--- config.mk ---
export PLATFORM = sky130hd
export DESIGN_NAME = flash_erase_seq
export DESIGN_NICKNAME = d
export VERILOG_FILES = /design/src/rtl/flash_seq_pkg.sv /design/src/rtl/flash_seq_prot.sv /design/src/rtl/flash_seq_timer.sv /design/src/rtl/flash_seq_array.sv /design/src/rtl/flash_seq_ctrl.sv /design/src/rtl/flash_erase_seq.sv
export SDC_FILE = /design/constraint.sdc
export NUM_CORES = 1
export LEC_CHECK = 0
export BUFFER_PORTS_ARGS = -buffer_cell sky130_fd_sc_hd__buf_2
export CAP_MARGIN = 30
export CORE_AREA = 2 2 67 69
export DETAILED_ROUTE_END_ITERATION = 10
export DIE_AREA = 0 0 69 71
export PLACE_DENSITY = 0.76
export REMOVE_ABC_BUFFERS = 1
export SLEW_MARGIN = 20
export SYNTH_ARGS = -nofsm -noshare
export SYNTH_HDL_FRONTEND = slang
export SYNTH_SLANG_ARGS = --single-unit
--- constraint.sdc ---
create_clock -name clk -period 2.3 [get_ports clk]
set_input_delay 0.575 -clock clk [delete_from_list [all_inputs] [get_ports clk]]
set_output_delay 0.575 -clock clk [all_outputs]
set_load 0.005 [all_outputs]
--- src/rtl/flash_seq_pkg.sv ---
package flash_seq_pkg;

    typedef enum logic [1:0] {
        TGT_DIV  = 2'd0,
        TGT_CMD  = 2'd1,
        TGT_STAT = 2'd2,
        TGT_ARR  = 2'd3
    } tgt_e;

    typedef enum logic [1:0] {
        SQ_IDLE,
        SQ_ADDR,
        SQ_CMD,
        SQ_BUSY
    } seq_e;

    localparam logic [7:0] CODE_SECTOR = 8'h40;
    localparam logic [7:0] CODE_MASS   = 8'h41;

    localparam int BIT_CBE = 7;
    localparam int BIT_CCF = 6;
    localparam int BIT_PV  = 5;
    localparam int BIT_AE  = 4;

    typedef struct packed {
        logic cbe;
        logic ccf;
        logic pv;
        logic ae;
    } flags_t;

    function automatic logic [7:0] fill_pattern(input logic [6:0] idx);
        return {1'b0, idx};
    endfunction

    function automatic logic [7:0] pack_status(input flags_t f);
        return {f.cbe, f.ccf, f.pv, f.ae, 4'b0000};
    endfunction

    function automatic logic code_known(input logic [7:0] code);
        return (code == CODE_SECTOR) || (code == CODE_MASS);
    endfunction

endpackage

--- src/rtl/flash_seq_prot.sv ---
module flash_seq_prot #(
    parameter int ADDR_W    = 8,
    parameter int SEC_SHIFT = 5,
    parameter bit PROT_EN   = 1'b1,
    parameter int PROT_LO   = 0,
    parameter int PROT_HI   = 0
) (
    input  logic [ADDR_W-1:0] addr,
    input  logic              mass,
    output logic              hit
);
    localparam logic [ADDR_W-1:0] SEC_MASK = ADDR_W'((1 << SEC_SHIFT) - 1);
    localparam logic [ADDR_W-1:0] LO_A     = ADDR_W'(PROT_LO);
    localparam logic [ADDR_W-1:0] HI_A     = ADDR_W'(PROT_HI);

    logic [ADDR_W-1:0] sec_base;
    logic [ADDR_W-1:0] sec_last;
    logic              overlap;

    always_comb begin
        sec_base = addr & ~SEC_MASK;
        sec_last = sec_base | SEC_MASK;
        overlap  = !((sec_last < LO_A) || (sec_base > HI_A));
        hit      = PROT_EN && (mass || overlap);
    end
endmodule

--- src/rtl/flash_seq_timer.sv ---
module flash_seq_timer #(
    parameter int DIV_W       = 6,
    parameter int ERASE_TICKS = 4,
    localparam int TICK_W     = $clog2(ERASE_TICKS + 1)
) (
    input  logic             clk,
    input  logic             rst,
    input  logic             run,
    input  logic [DIV_W-1:0] div,
    output logic             done
);
    localparam logic [TICK_W-1:0] LAST_TICK = TICK_W'(ERASE_TICKS - 1);

    logic [DIV_W-1:0]  pre_q;
    logic [TICK_W-1:0] tick_q;
    logic              tick;

    assign tick = (pre_q == div);
    assign done = run && tick && (tick_q == LAST_TICK);

    always_ff @(posedge clk) begin
        if (rst || !run) begin
            pre_q  <= '0;
            tick_q <= '0;
        end else if (tick) begin
            pre_q  <= '0;
            tick_q <= tick_q + 1'b1;
        end else begin
            pre_q  <= pre_q + 1'b1;
        end
    end
endmodule

--- src/rtl/flash_seq_array.sv ---
module flash_seq_array
    import flash_seq_pkg::*;
#(
    parameter int WORDS     = 256,
    parameter int ADDR_W    = 8,
    parameter int SEC_SHIFT = 5
) (
    input  logic              clk,
    input  logic              rst,
    input  logic              erase,
    input  logic              erase_all,
    input  logic [ADDR_W-1:0] erase_addr,
    input  logic [ADDR_W-1:0] rd_addr,
    output logic [7:0]        rd_data
);
    logic [7:0] cells [WORDS];

    for (genvar g = 0; g < WORDS; g++) begin : g_word
        localparam logic [ADDR_W-1:0] GA = ADDR_W'(g);
        logic [7:0] cell_q;
        logic       in_sector;

        assign in_sector = ((erase_addr >> SEC_SHIFT) == (GA >> SEC_SHIFT));

        always_ff @(posedge clk) begin
            if (rst) begin
                cell_q <= fill_pattern(7'(g));
            end else if (erase && (erase_all || in_sector)) begin
                cell_q <= 8'hFF;
            end
        end

        assign cells[g] = cell_q;
    end

    assign rd_data = cells[rd_addr];
endmodule

--- src/rtl/flash_seq_ctrl.sv ---
module flash_seq_ctrl
    import flash_seq_pkg::*;
#(
    parameter int ADDR_W = 8,
    parameter int DIV_W  = 6
) (
    input  logic              clk,
    input  logic              rst,
    input  logic              wr_en,
    input  tgt_e              wr_tgt,
    input  logic [ADDR_W-1:0] wr_addr,
    input  logic [7:0]        wr_data,
    input  logic              prot_hit,
    input  logic              erase_done,
    output flags_t            flags,
    output logic              div_ok,
    output logic [DIV_W-1:0]  div_q,
    output logic [7:0]        cmd_q,
    output logic [ADDR_W-1:0] addr_q,
    output logic              busy
);
    seq_e state;

    assign busy = (state == SQ_BUSY);

    always_ff @(posedge clk) begin
        if (rst) begin
            state  <= SQ_IDLE;
            flags  <= '{cbe: 1'b1, ccf: 1'b1, pv: 1'b0, ae: 1'b0};
            div_ok <= 1'b0;
            div_q  <= '0;
            cmd_q  <= '0;
            addr_q <= '0;
        end else begin
            if (state == SQ_BUSY) begin
                flags.cbe <= 1'b1;
                if (erase_done) begin
                    flags.ccf <= 1'b1;
                    state     <= SQ_IDLE;
                end
            end
            if (wr_en) begin
                unique case (wr_tgt)
                    TGT_DIV: begin
                        if (state != SQ_BUSY) begin
                            div_q  <= wr_data[DIV_W-1:0];
                            div_ok <= 1'b1;
                        end
                    end
                    TGT_ARR: begin
                        if (state == SQ_IDLE && !flags.pv && !flags.ae) begin
                            addr_q <= wr_addr;
                            state  <= SQ_ADDR;
                        end else begin
                            flags.ae <= 1'b1;
                            if (state != SQ_BUSY) state <= SQ_IDLE;
                        end
                    end
                    TGT_CMD: begin
                        if (state == SQ_ADDR && code_known(wr_data)) begin
                            cmd_q <= wr_data;
                            state <= SQ_CMD;
                        end else begin
                            flags.ae <= 1'b1;
                            if (state != SQ_BUSY) state <= SQ_IDLE;
                        end
                    end
                    TGT_STAT: begin
                        if (wr_data[BIT_PV]) flags.pv <= 1'b0;
                        if (wr_data[BIT_AE]) flags.ae <= 1'b0;
                        if (wr_data[BIT_CBE]) begin
                            if (state == SQ_CMD) begin
                                if (!div_ok) begin
                                    flags.ae <= 1'b1;
                                    state    <= SQ_IDLE;
                                end else if (prot_hit) begin
                                    flags.pv <= 1'b1;
                                    state    <= SQ_IDLE;
                                end else begin
                                    flags.cbe <= 1'b0;
                                    flags.ccf <= 1'b0;
                                    state     <= SQ_BUSY;
                                end
                            end else begin
                                flags.ae <= 1'b1;
                                if (state != SQ_BUSY) state <= SQ_IDLE;
                            end
                        end
                    end
                    default: ;
                endcase
            end
        end
    end
endmodule

--- src/rtl/flash_erase_seq.sv ---
module flash_erase_seq
    import flash_seq_pkg::*;
#(
    parameter int WORDS        = 256,
    parameter int SECTOR_WORDS = 32,
    parameter int DIV_W        = 6,
    parameter int ERASE_TICKS  = 4,
    parameter bit PROT_EN      = 1'b1,
    parameter int PROT_LO      = 192,
    parameter int PROT_HI      = 223,
    localparam int ADDR_W      = $clog2(WORDS)
) (
    input  logic              clk,
    input  logic              rst,
    input  logic              wr_en,
    input  logic [1:0]        wr_tgt,
    input  logic [ADDR_W-1:0] wr_addr,
    input  logic [7:0]        wr_data,
    input  logic [1:0]        rd_tgt,
    input  logic [ADDR_W-1:0] rd_addr,
    output logic [7:0]        rd_data
);
    localparam int SEC_SHIFT = $clog2(SECTOR_WORDS);

    flags_t            flags_q;
    logic              div_ok;
    logic [DIV_W-1:0]  div_q;
    logic [7:0]        cmd_q;
    logic [ADDR_W-1:0] addr_q;
    logic              busy;
    logic              prot_hit;
    logic              erase_done;
    logic              is_mass;
    logic [7:0]        arr_rd;
    logic [7:0]        div_rd;

    assign is_mass = (cmd_q == CODE_MASS);

    flash_seq_ctrl #(
        .ADDR_W (ADDR_W),
        .DIV_W  (DIV_W)
    ) ctrl_i (
        .clk        (clk),
        .rst        (rst),
        .wr_en      (wr_en),
        .wr_tgt     (tgt_e'(wr_tgt)),
        .wr_addr    (wr_addr),
        .wr_data    (wr_data),
        .prot_hit   (prot_hit),
        .erase_done (erase_done),
        .flags      (flags_q),
        .div_ok     (div_ok),
        .div_q      (div_q),
        .cmd_q      (cmd_q),
        .addr_q     (addr_q),
        .busy       (busy)
    );

    flash_seq_prot #(
        .ADDR_W    (ADDR_W),
        .SEC_SHIFT (SEC_SHIFT),
        .PROT_EN   (PROT_EN),
        .PROT_LO   (PROT_LO),
        .PROT_HI   (PROT_HI)
    ) prot_i (
        .addr (addr_q),
        .mass (is_mass),
        .hit  (prot_hit)
    );

    flash_seq_timer #(
        .DIV_W       (DIV_W),
        .ERASE_TICKS (ERASE_TICKS)
    ) timer_i (
        .clk  (clk),
        .rst  (rst),
        .run  (busy),
        .div  (div_q),
        .done (erase_done)
    );

    flash_seq_array #(
        .WORDS     (WORDS),
        .ADDR_W    (ADDR_W),
        .SEC_SHIFT (SEC_SHIFT)
    ) array_i (
        .clk        (clk),
        .rst        (rst),
        .erase      (erase_done),
        .erase_all  (is_mass),
        .erase_addr (addr_q),
        .rd_addr    (rd_addr),
        .rd_data    (arr_rd)
    );

    always_comb begin
        div_rd    = 8'(div_q);
        div_rd[7] = div_ok;
        unique case (tgt_e'(rd_tgt))
            TGT_DIV:  rd_data = div_rd;
            TGT_CMD:  rd_data = cmd_q;
            TGT_STAT: rd_data = pack_status(flags_q);
            TGT_ARR:  rd_data = arr_rd;
            default:  rd_data = '0;
        endcase
    end
endmodule

# == Word-level counts from Yosys, hierarchy flattened ==
# Cells that the tools add are included.
# totals
register_bits,86
word_cells,160
out_inout_bits,8
# op_classes
bitwise_logic,1
mux,31
n_lt_le_gt_ge,3
add_sub_neg,2
n_eq_ne,24
n_reduce_logical,40
# op_table
cell,n
8-bit binary-select mux with 8-bit select,1
8-bit case mux with 4 select lines,1
8-bit by 7-bit equality test with 1-bit output (second input constant),3
2-bit two-way mux,12
8-bit two-way mux,2
1-bit logical AND,13
2-bit equality test (second input constant),6
3-bit equality test (second input constant),4
1-bit logical OR,12
3-bit by 2-bit equality test with 1-bit output (second input constant),3
9-bit >= comparator (second input constant),1
3-bit two-way mux,3
8-bit inverter with 9-bit output,1
3-bit AND reduction,3
8-bit greater-than comparator (second input constant),1
8-bit zero test,1
8-bit less-than comparator (second input constant),1
1-bit two-way mux,8
4-bit two-way mux,2
6-bit by 1-bit adder with 6-bit output (second input constant),1
2-bit by 1-bit equality test with 1-bit output (second input constant),3
6-bit equality test,1
2-bit zero test,3
2-bit != test (second input constant),3
9 further kinds,12

# == Logic depth before layout (Yosys ltp) ==
# Gate-level depths: netlist of run 1.
# depth
word_depth,11
mapped_depth,5
mapped_depth_nobuf,4

# == By module ==
# A second synthesis of run 1 with hierarchy kept.
# unflattened
cells_unflattened,266
area_unflattened_um2,2439.8
# modules_own_cells
mod,instances,cells_per_inst,area_per_inst_um2
flash_seq_ctrl,1,136,1229.9
flash_seq_array,1,59,525.5
flash_seq_timer,1,49,449.2
flash_erase_seq,1,20,224.0
flash_seq_prot,1,2,11.3

# == Worst setup path after synthesis of run 1 ==
# No wires, ideal clock.
# synth_path
kind,input to output
from,input rd_addr[7]
to,output rd_data[0]
slack_ps,66
t_required_ps,1725
n_path_buf,1
cell_stages,5
t_arrival_ps,1659
cell_sequence,mux4_1 nor2_1 or4_1 buf_2 o211ai_1
# synth_between
elab_chain_len,5
# synth_lines
element,line_no,text
start: declaration,flash_erase_seq.sv:20,"input logic [ADDR_W-1:0] rd_addr,"
8-bit inverter with 9-bit output (implied by the code),flash_seq_array.sv:36,assign rd_data = cells[rd_addr];
8-bit binary-select mux with 8-bit select,flash_seq_array.sv:36,
8-bit two-way mux (implied by the code) (2 in a row),flash_seq_array.sv:36,
8-bit case mux with 4 select lines,flash_erase_seq.sv:99,unique case (tgt_e'(rd_tgt))
end: declaration,flash_erase_seq.sv:21,output logic [7:0] rd_data
# No other way between the ends. The select of a mux whose other input is x is not followed.

# == Worst setup path after layout of run 1 ==
# layout_path
from,input rd_addr[7]
to,output rd_data[5]
# The elaborated chain is that of the path after synthesis.

==> metrics.yaml, run 1 <==
status:
  status: "finished with violations"
  violations: "setup timing"
cts:
  worstSkewPairLatency_ns: 0.30
  cts_tree: "done"
  cts_made_buffers: 5
  cts_root_buf: "clkbuf_8"
  clk_pin_slew_ns: 0.07
  htreeDepth: 2
  clock-sinks: 41
  holdBufCountCts: 0
  cts_buffer_depth: 2
setup_path:
  crit_chain: "buf_6 -> buf_6 -> mux2_4 -> mux2i_1 -> nand2b_1 -> mux4_2 -> buf_2"
  critPathBufInv: 3
  crit_slowest_cell: "mux4_2"
  cp_top_family: "multiplexers"
  cp-end-kind: "output pin"
  crit_path_frequent_cell: "buf_6"
  critPathArrivalTime_ns: 1.89
  crit_required_ns: 1.73
  worstSetupPathType: "in2out"
  slowest_delay_ns: 0.45
  start_kind: "input pin"
  cp_max_fo: 4
grt:
  grt_max_degree: 21
  grt_pass1_wl_um: 7310
  antenna_found_initial: 0
  use_met1_pct: 23.2
  track_usage_pct: 19.0
  grt-ovfl-total: 0
  grt_pass1_vias: 1545
  met3_usage_pct: 4.42
  grt_use_met2_pct: 32.3
  grt.busiest_layer: "met2"
route:
  drc: 0
  ant_nets: 0
  avgViaCountPerCell: 5.50
  wl_per_cell_um: 14.5
  firstDrtPassIters: 4
  vias: 1711
  drtIter0Drc: 55
  routed_wl_um: 4500
yosys:
  ys_warn_count: 0
  yosysSeqAreaShare_pct: 40.2
  ys_ff_latch: 41
  synth.avg_cell_area_sq_um: 9.19
  synth_cell_types: 46
  async_reset_ff_share_pct: 0
  synth_edf_count: 0
  syn_area_sq_um: 2040
  netlist_top_cells_area: "dfxtp_1 40%, mux2i_1 7.9%, nor2_1 3.5%"
  synth.largest_area_cell: "dfxtp_1"
  synth_ff_type: "dfxtp_1"
  synthCells: 222
  yosys.area.top_type_share_pct: 40.2
layout:
  fin_nets: 292
  drive_gt1_share_pct: 20.5
  num_antenna_cells: 0
  layout_common_cells: "41 x dfxtp_1, 32 x buf_2, 19 x nor2_1, 18 x inv_1, 16 x mux2i_1"
  instances_no_fill: 311
  areaGrowthSynthToFinish_pct: 15.6
  final_common_cell: "dfxtp_1"
die:
  num_rows: 24
  die_x_um: 69
  start_util_pct: 48.5
  dieArea_sq_um: 4900
  dieHeight_um: 71
  coreArea_sq_um: 4200
  ios: 39
power_and_ir_drop:
  total_power_mw: 1.33
  leakage_nw: 0.980
  peakVddDrop_mv: 0.397
  powerDensity_nw_per_um2: 566
job:
  maxCapViolCount: 0
placement:
  place_ws_ns: -0.293
  dp_hpwl_um: 3440
  dp.cells: 303
  place_congestion: 0.805
  place.port_buffers: 33
sta:
  hold_violations: 0
  rsz0062_at_grt: "true"
  max_slew_margin_pct: 70.6
  period_share_pct: 107
  fmax_ghz: 0.405
  worst_slack_ns: -0.169
  fin_skew_ns: 0.00758
  tightest_slew_ns: 0.435
  setup-violations-final: 7
  maxSlewViolCount: 0
  fin_crit_ns: 2.47
  setup-tns-final_ns: -0.668
hold_path:
  hold_class: "reg2reg"
worst register-to-register path: stages, from the launching register on:
cell	delay (ns)
dfxtp_1	0.41
and2_1	0.23
nor2b_1	0.34
nand4_1	0.43
o22ai_1	0.24
repair_timing:
item / in CTS / in global routing
setup endpoints to repair: 7 / 7
cloned: 0 / 0
gates resized for setup: 4 / 1
buffers inserted: 0 / 0
endpoints found under the hold margin: 0 / 0
pin swaps: 1 / 1
state kept, by name, summed over array words and instances (netlist names):
signal and count:
timer_i.pre_q 6, ctrl_i.state 2, ctrl_i.div_q 6, ctrl_i.flags 4, ctrl_i.addr_q 3, array_i.g_word.cell_q 8, timer_i.tick_q 3, ctrl_i.div_ok 1
ctrl_i.cmd_q 8
per-layer routing:
metal | share of wire (%) | routed length, um
met1 | 43 | 1960
met5 | 0 | 0
met3 | 4.9 | 222
met2 | 50 | 2240
met4 | 1.8 | 82
cell families after synthesis:
group | count (synthesis) | synth area share (%)
muxes | 21 | 12.5
AOI/OAI and AO/OA | 46 | 14.8
xor gates and xnor gates | 10 | 4.29
DFF | 41 | 40.2
and+or+nand+nor | 73 | 19.9
adders and majority gates | 3 | 1.84
buffers and inverters | 28 | 6.38
synth_stat cells, types with 3 or more instances:
cell / instances
o211ai_1: 8
a31oi_1: 5
nand2_1: 7
nand4_1: 4
and3_1: 3
o21ai_0: 7
o22ai_1: 8
mux2i_1: 16
nand3_1: 9
a21oi_1: 8
inv_1: 18
nor2_1: 19
dfxtp_1: 41
nand3b_1: 4
clkbuf_1: 6
nor4b_1: 4
xnor2_1: 8
and2_1: 10
nand2b_1: 3
ha_1: 3
final cells by class:
cell class / instances / area [sq um]
fill: 358 / 1850
tap: 52 / 65.1
sequential: 41 / 821
timing repair buffer: 39 / 220
clock buffer: 5 / 68.8
multi-input combinational: 153 / 1100
clock inverter: 3 / 17.5
inverter: 18 / 67.6
final timing paths:
path | start | depth (start not counted) | slack, ns | to
setup / recovery | rd_addr[7] | 7 | -0.17 | rd_data[5]
hold / removal | ctrl_i.cmd_q[6] | 2 | 0.47 | ctrl_i.cmd_q[6]
setup reg to reg | ctrl_i.state[1] | 4 | 0.56 | array_i.g_word[197].cell_q[1]
hold reg to reg | ctrl_i.cmd_q[6] | 2 | 0.47 | ctrl_i.cmd_q[6]
report_power, final:
part           internal, mW  leakage (nW)  total, mW  switching [mW]
combinational        0.0693         0.605      0.143          0.0739
clock                 0.209        0.0439      0.463           0.254
sequential            0.718         0.331      0.728          0.0103
total                 0.996         0.980       1.33           0.338
through the flow:
step	hold slack, ns	util, %	area [sq um]
floorplan	0.428	-	1980
global placement	0.455	53.6	2250
detailed placement	0.458	53.6	2250
CTS	0.471	56.0	2360
global route	0.498	56.1	2360
finish	0.470	56.1	2360
No activity file was read; power rests on OpenSTA's default activity.
==> run 2, diff against run 1 <==
Settings changed: REMOVE_ABC_BUFFERS 1 to default.
==> run 2 against run 1 <==
The run still ends with setup timing left. Critical path depth fell by 1. Utilization rose by 0.60 points. Via count rose by 1.2%. Largest power group unchanged. Highest routed layer unchanged.
==> metrics.yaml, run 2 (synthesized netlist as in run 1, its figures left out) <==
sta:
  max_slew_margin_pct: 68.6
  maxSlewViolCount: 0
  hold_violations: 0
  setup-violations-final: 7
  whs_ns: 0.472
  tightest_slew_ns: 0.464
  period_share_pct: 104
  worst_slack_ns: -0.101
  rsz0062_at_grt: "true"
  fin_skew_ns: 0.00724
  fin_crit_ns: 2.40
  fmax_ghz: 0.416
status:
  status: "finished with violations"
  violations: "setup timing"
setup_path:
  cp-end-kind: "output pin"
  start_kind: "input pin"
  rr_endpoint: "array_i.g_word[255].cell_q[7]"
  crit_required_ns: 1.73
  worstSetupPathType: "in2out"
  r2r_setup_slack_ns: 0.58
  crit_path_end: "rd_data[7]"
  timing.critical_path.from: "rd_addr[7]"
  cp_max_fo: 6
  reg2reg_from: "ctrl_i.state[1]"
  timing.reg2reg.worst_path_depth: 4
  critPathArrivalTime_ns: 1.83
hold_path:
  worstHoldPathCells: 2
  hold_start: "ctrl_i.cmd_q[6]"
  hold_class: "reg2reg"
grt:
  grt_pass1_wl_um: 7560
  grt_pass1_vias: 1616
  grt-ovfl-total: 0
  track_usage_pct: 18.9
  antenna_found_initial: 0
  grt_max_degree: 22
power_and_ir_drop:
  peakVddDrop_mv: 0.250
  powerDensity_nw_per_um2: 647
  leakage_nw: 0.987
  total_power_mw: 1.54
layout:
  final_area_sq_um: 2380
  num_antenna_cells: 0
  largestRegisters: "array_i.g_word.cell_q: 8 flops, ctrl_i.cmd_q: 8 flops"
  multi_input_area_sq_um: 1090
  final_common_cell: "dfxtp_1"
  fin_nets: 290
  layout_common_cells: "41 x dfxtp_1, 32 x buf_2, 18 x inv_1, 18 x nor2_1, 16 x mux2i_1"
  fillers: 383
  final_util_pct: 56.7
  register_area_sq_um: 821
  areaGrowthSynthToFinish_pct: 16.9
  instances_no_fill: 309
  drive_gt1_share_pct: 20.2
placement:
  placed_area_sq_um: 2240
  dp.cells: 301
  place_congestion: 0.778
  place.port_buffers: 33
  dp_hpwl_um: 3270
route:
  ant_nets: 0
  avgViaCountPerCell: 5.61
  drc: 0
  drtIter0Drc: 107
  firstDrtPassIters: 4
  wl_per_cell_um: 14.0
  vias: 1732
  routed_wl_um: 4330
yosys:
  syn_nets: 256
cts:
  cts_tree: "done"
  cts_made_buffers: 5
  htreeDepth: 2
  cts_buffer_depth: 2
  postCtsSetupRepairBufs: 0
  cts_root_buf: "clkbuf_8"
  clk_pin_slew_ns: 0.08
  worstSkewPairLatency_ns: 0.29
  clock-sinks: 41
die:
  num_rows: 24
  dieArea_sq_um: 4900
  die_x_um: 69
  start_util_pct: 48.5
  coreArea_sq_um: 4200
  ios: 39
  dieHeight_um: 71
job:
  maxCapViolCount: 0
## run 2: where the power goes
group | switching [mW] | internal [mW]
Combinational | 0.0710 | 0.0679
Sequential | 0.0115 | 0.718
Clock | 0.244 | 0.431
Total | 0.327 | 1.22
## run 2: how the worst min path moves through the flow
| stage | slack [ns] | to |
|---|---|---|
| floorplan | 0.43 | ctrl_i.cmd_q[6] |
| global placement | 0.45 | ctrl_i.cmd_q[6] |
| detailed placement | 0.45 | ctrl_i.cmd_q[6] |
| CTS | 0.47 | ctrl_i.cmd_q[6] |
| global route | 0.51 | ctrl_i.cmd_q[6] |
| finish | 0.47 | ctrl_i.cmd_q[6] |
## run 2: what timing repair did
item,4_1_cts,5_1_grt
endpoints found under the setup margin,7,7
gates resized for setup,6,0
hold buffers,0,0
pin swaps,6,3
## run 2: cell type report
class | count | area share [%]
multi-input cells | 153 | 45.8
inverters | 18 | 2.83
flip-flops and latches | 41 | 34.4
well taps | 52 | 2.73
clock inverters | 3 | 2.73
repair buffers | 37 | 8.61
clock buffers | 5 | 2.89
## run 2: through the flow
stage                     worst slack, ns  TNS (ns)
after detailed placement           -0.309     -1.79
final                              -0.101    -0.607
after floorplan                    0.0658         0
after CTS                          -0.136    -0.680
after global routing               -0.169    -0.990
after global placement             -0.248     -1.55
## run 2: worst max-delay path, cell delays in order
cell,delay (ns)
buf_8,0.10
mux4_2,0.33
nor2_2,0.05
or4_4,0.52
o211ai_1,0.11
buf_2,0.14
## run 2: layer usage
layer	global-route usage [%]	routed length (um)	vias to the layer above	share of wire, %
met4	5.88	60	0	1.4
met5	0	0	-	0
met3	3.70	241	7	5.6
met1	26.8	2130	799	49
li1	-	-	876	-
met2	29.3	1900	50	44
==> run 3, diff against run 2 <==
Settings changed: SETUP_SLACK_MARGIN from default to 0.3.
==> run 3 against run 2 <==
The flow still finishes with violations (setup timing). Critical path depth stayed put. Maximum frequency is 0.15% higher. Hold slack hardly changed. Die area stayed put. Register-to-register slack better by 0.02 ns. Sequential cell count stayed put. Sequential share of layout area is 0.072 points lower. Count of clock-buffer cells in the layout is 2 higher. Clock skew is 0.0052 ns lower. Utilization is 0.12 points higher. Final cell count is 0.65% higher.
==> metrics.yaml, run 3 (synthesized netlist as in run 1, its figures left out) <==
status:
  status: "finished with violations"
  violations: "setup timing"
sta:
  max_slew_margin_pct: 70.5
  fmax_ghz: 0.417
  fin_skew_ns: 0.00200
  period_share_pct: 104
  rsz0062_at_grt: "true"
  worst_slack_ns: -0.0978
  hold_violations: 0
  setup-violations-final: 7
  tightest_slew_ns: 0.437
  fin_crit_ns: 2.40
  maxSlewViolCount: 0
job:
  maxCapViolCount: 0
power_and_ir_drop:
  peakVddDrop_mv: 0.387
  powerDensity_nw_per_um2: 610
  total_power_mw: 1.46
  leakage_nw: 0.991
cts:
  cts_buffer_depth: 2
  postCtsSetupRepairBufs: 0
  worstSkewPairLatency_ns: 0.29
  cts_made_buffers: 5
  clock-sinks: 41
  cts_root_buf: "clkbuf_8"
  htreeDepth: 2
  clk_pin_slew_ns: 0.07
  cts_tree: "done"
layout:
  largestRegisters: "array_i.g_word.cell_q: 8 flops, ctrl_i.cmd_q: 8 flops"
  final_util_pct: 56.8
  register_area_sq_um: 821
  fin_nets: 292
  num_antenna_cells: 0
  areaGrowthSynthToFinish_pct: 17.1
  drive_gt1_share_pct: 20.5
  final_common_cell: "dfxtp_1"
  layout_common_cells: "41 x dfxtp_1, 32 x buf_2, 18 x inv_1, 18 x nor2_1, 16 x mux2i_1"
  multi_input_area_sq_um: 1100
  fillers: 375
grt:
  grt_pass1_wl_um: 7190
  grt_max_degree: 20
  grt_pass1_vias: 1590
  antenna_found_initial: 0
  track_usage_pct: 18.3
  grt-ovfl-total: 0
hold_path:
  hold_class: "reg2reg"
  hold_start: "ctrl_i.cmd_q[6]"
placement:
  place_ws_ns: -0.234
  place_congestion: 0.785
  place.port_buffers: 33
  dp_hpwl_um: 3350
setup_path:
  reg2reg_from: "ctrl_i.state[1]"
  cp-end-kind: "output pin"
  worstSetupPathType: "in2out"
  cp_max_fo: 6
  critPathArrivalTime_ns: 1.82
  start_kind: "input pin"
  timing.critical_path.from: "rd_addr[7]"
  crit_required_ns: 1.73
die:
  die_x_um: 69
  coreArea_sq_um: 4200
  start_util_pct: 48.5
  num_rows: 24
  ios: 39
  dieArea_sq_um: 4900
  dieHeight_um: 71
route:
  wl_per_cell_um: 13.6
  routed_wl_um: 4230
  drtIter0Drc: 58
  vias: 1677
  drc: 0
  avgViaCountPerCell: 5.39
  firstDrtPassIters: 4
  ant_nets: 0
yosys:
  syn_nets: 256
[run 3: timing repair]
| action | in CTS | in global routing |
|---|---|---|
| pin swaps | 3 | 5 |
| gates cloned | 0 | 0 |
| gates resized for setup | 4 | 1 |
| setup endpoints to repair | 8 | 8 |
| hold buffers | 0 | 0 |
[run 3: report_power, final]
group / total [mW] / switching [mW] / leakage (nW) / internal, mW
clock network: 0.588 / 0.235 / 0.0585 / 0.354
registers: 0.729 / 0.0114 / 0.331 / 0.718
logic: 0.139 / 0.0700 / 0.601 / 0.0690
[run 3: final timing paths]
check                           depth (start not counted)                       endpoint  slack, ns
worst max register to register                          4  array_i.g_word[151].cell_q[3]       0.60
worst min register to register                          2                ctrl_i.cmd_q[6]       0.47
worst max-delay path                                    6                     rd_data[3]       -0.1
worst min-delay path                                    2                ctrl_i.cmd_q[6]       0.47
[run 3: worst max-delay path, stage by stage]
cell      delay (ns)
buf_8           0.11
mux4_2          0.33
nor2_2          0.04
or4_4           0.52
o211ai_1        0.11
buf_2           0.14
[run 3: cell type report]
cell class | count | area share (%)
clock buffers | 7 | 3.61
multi-input cells | 153 | 46.0
flip-flops and latches | 41 | 34.4
repair buffers | 39 | 9.22
inverters | 18 | 2.83
clock inverters | 1 | 1.26
well taps | 52 | 2.72
[run 3: metal layers]
metal | GRT usage [%] | share of wire (%)
met1 | 24.9 | 50
met4 | 5.88 | 1.2
met2 | 29.0 | 45
met3 | 4.42 | 4.4
met5 | 0 | 0
[run 3: stage by stage]
step | instance area [sq um] | TNS (ns) | hold WS (ns) | instances
detailed placement | 2260 | -1.49 | 0.465 | 303
floorplan | 2040 | 0 | 0.434 | 222
global placement | 2260 | -1.36 | 0.451 | 303
finish | 2390 | -0.545 | 0.472 | 311
global route | 2390 | -0.913 | 0.494 | 311
CTS | 2390 | -0.587 | 0.476 | 311
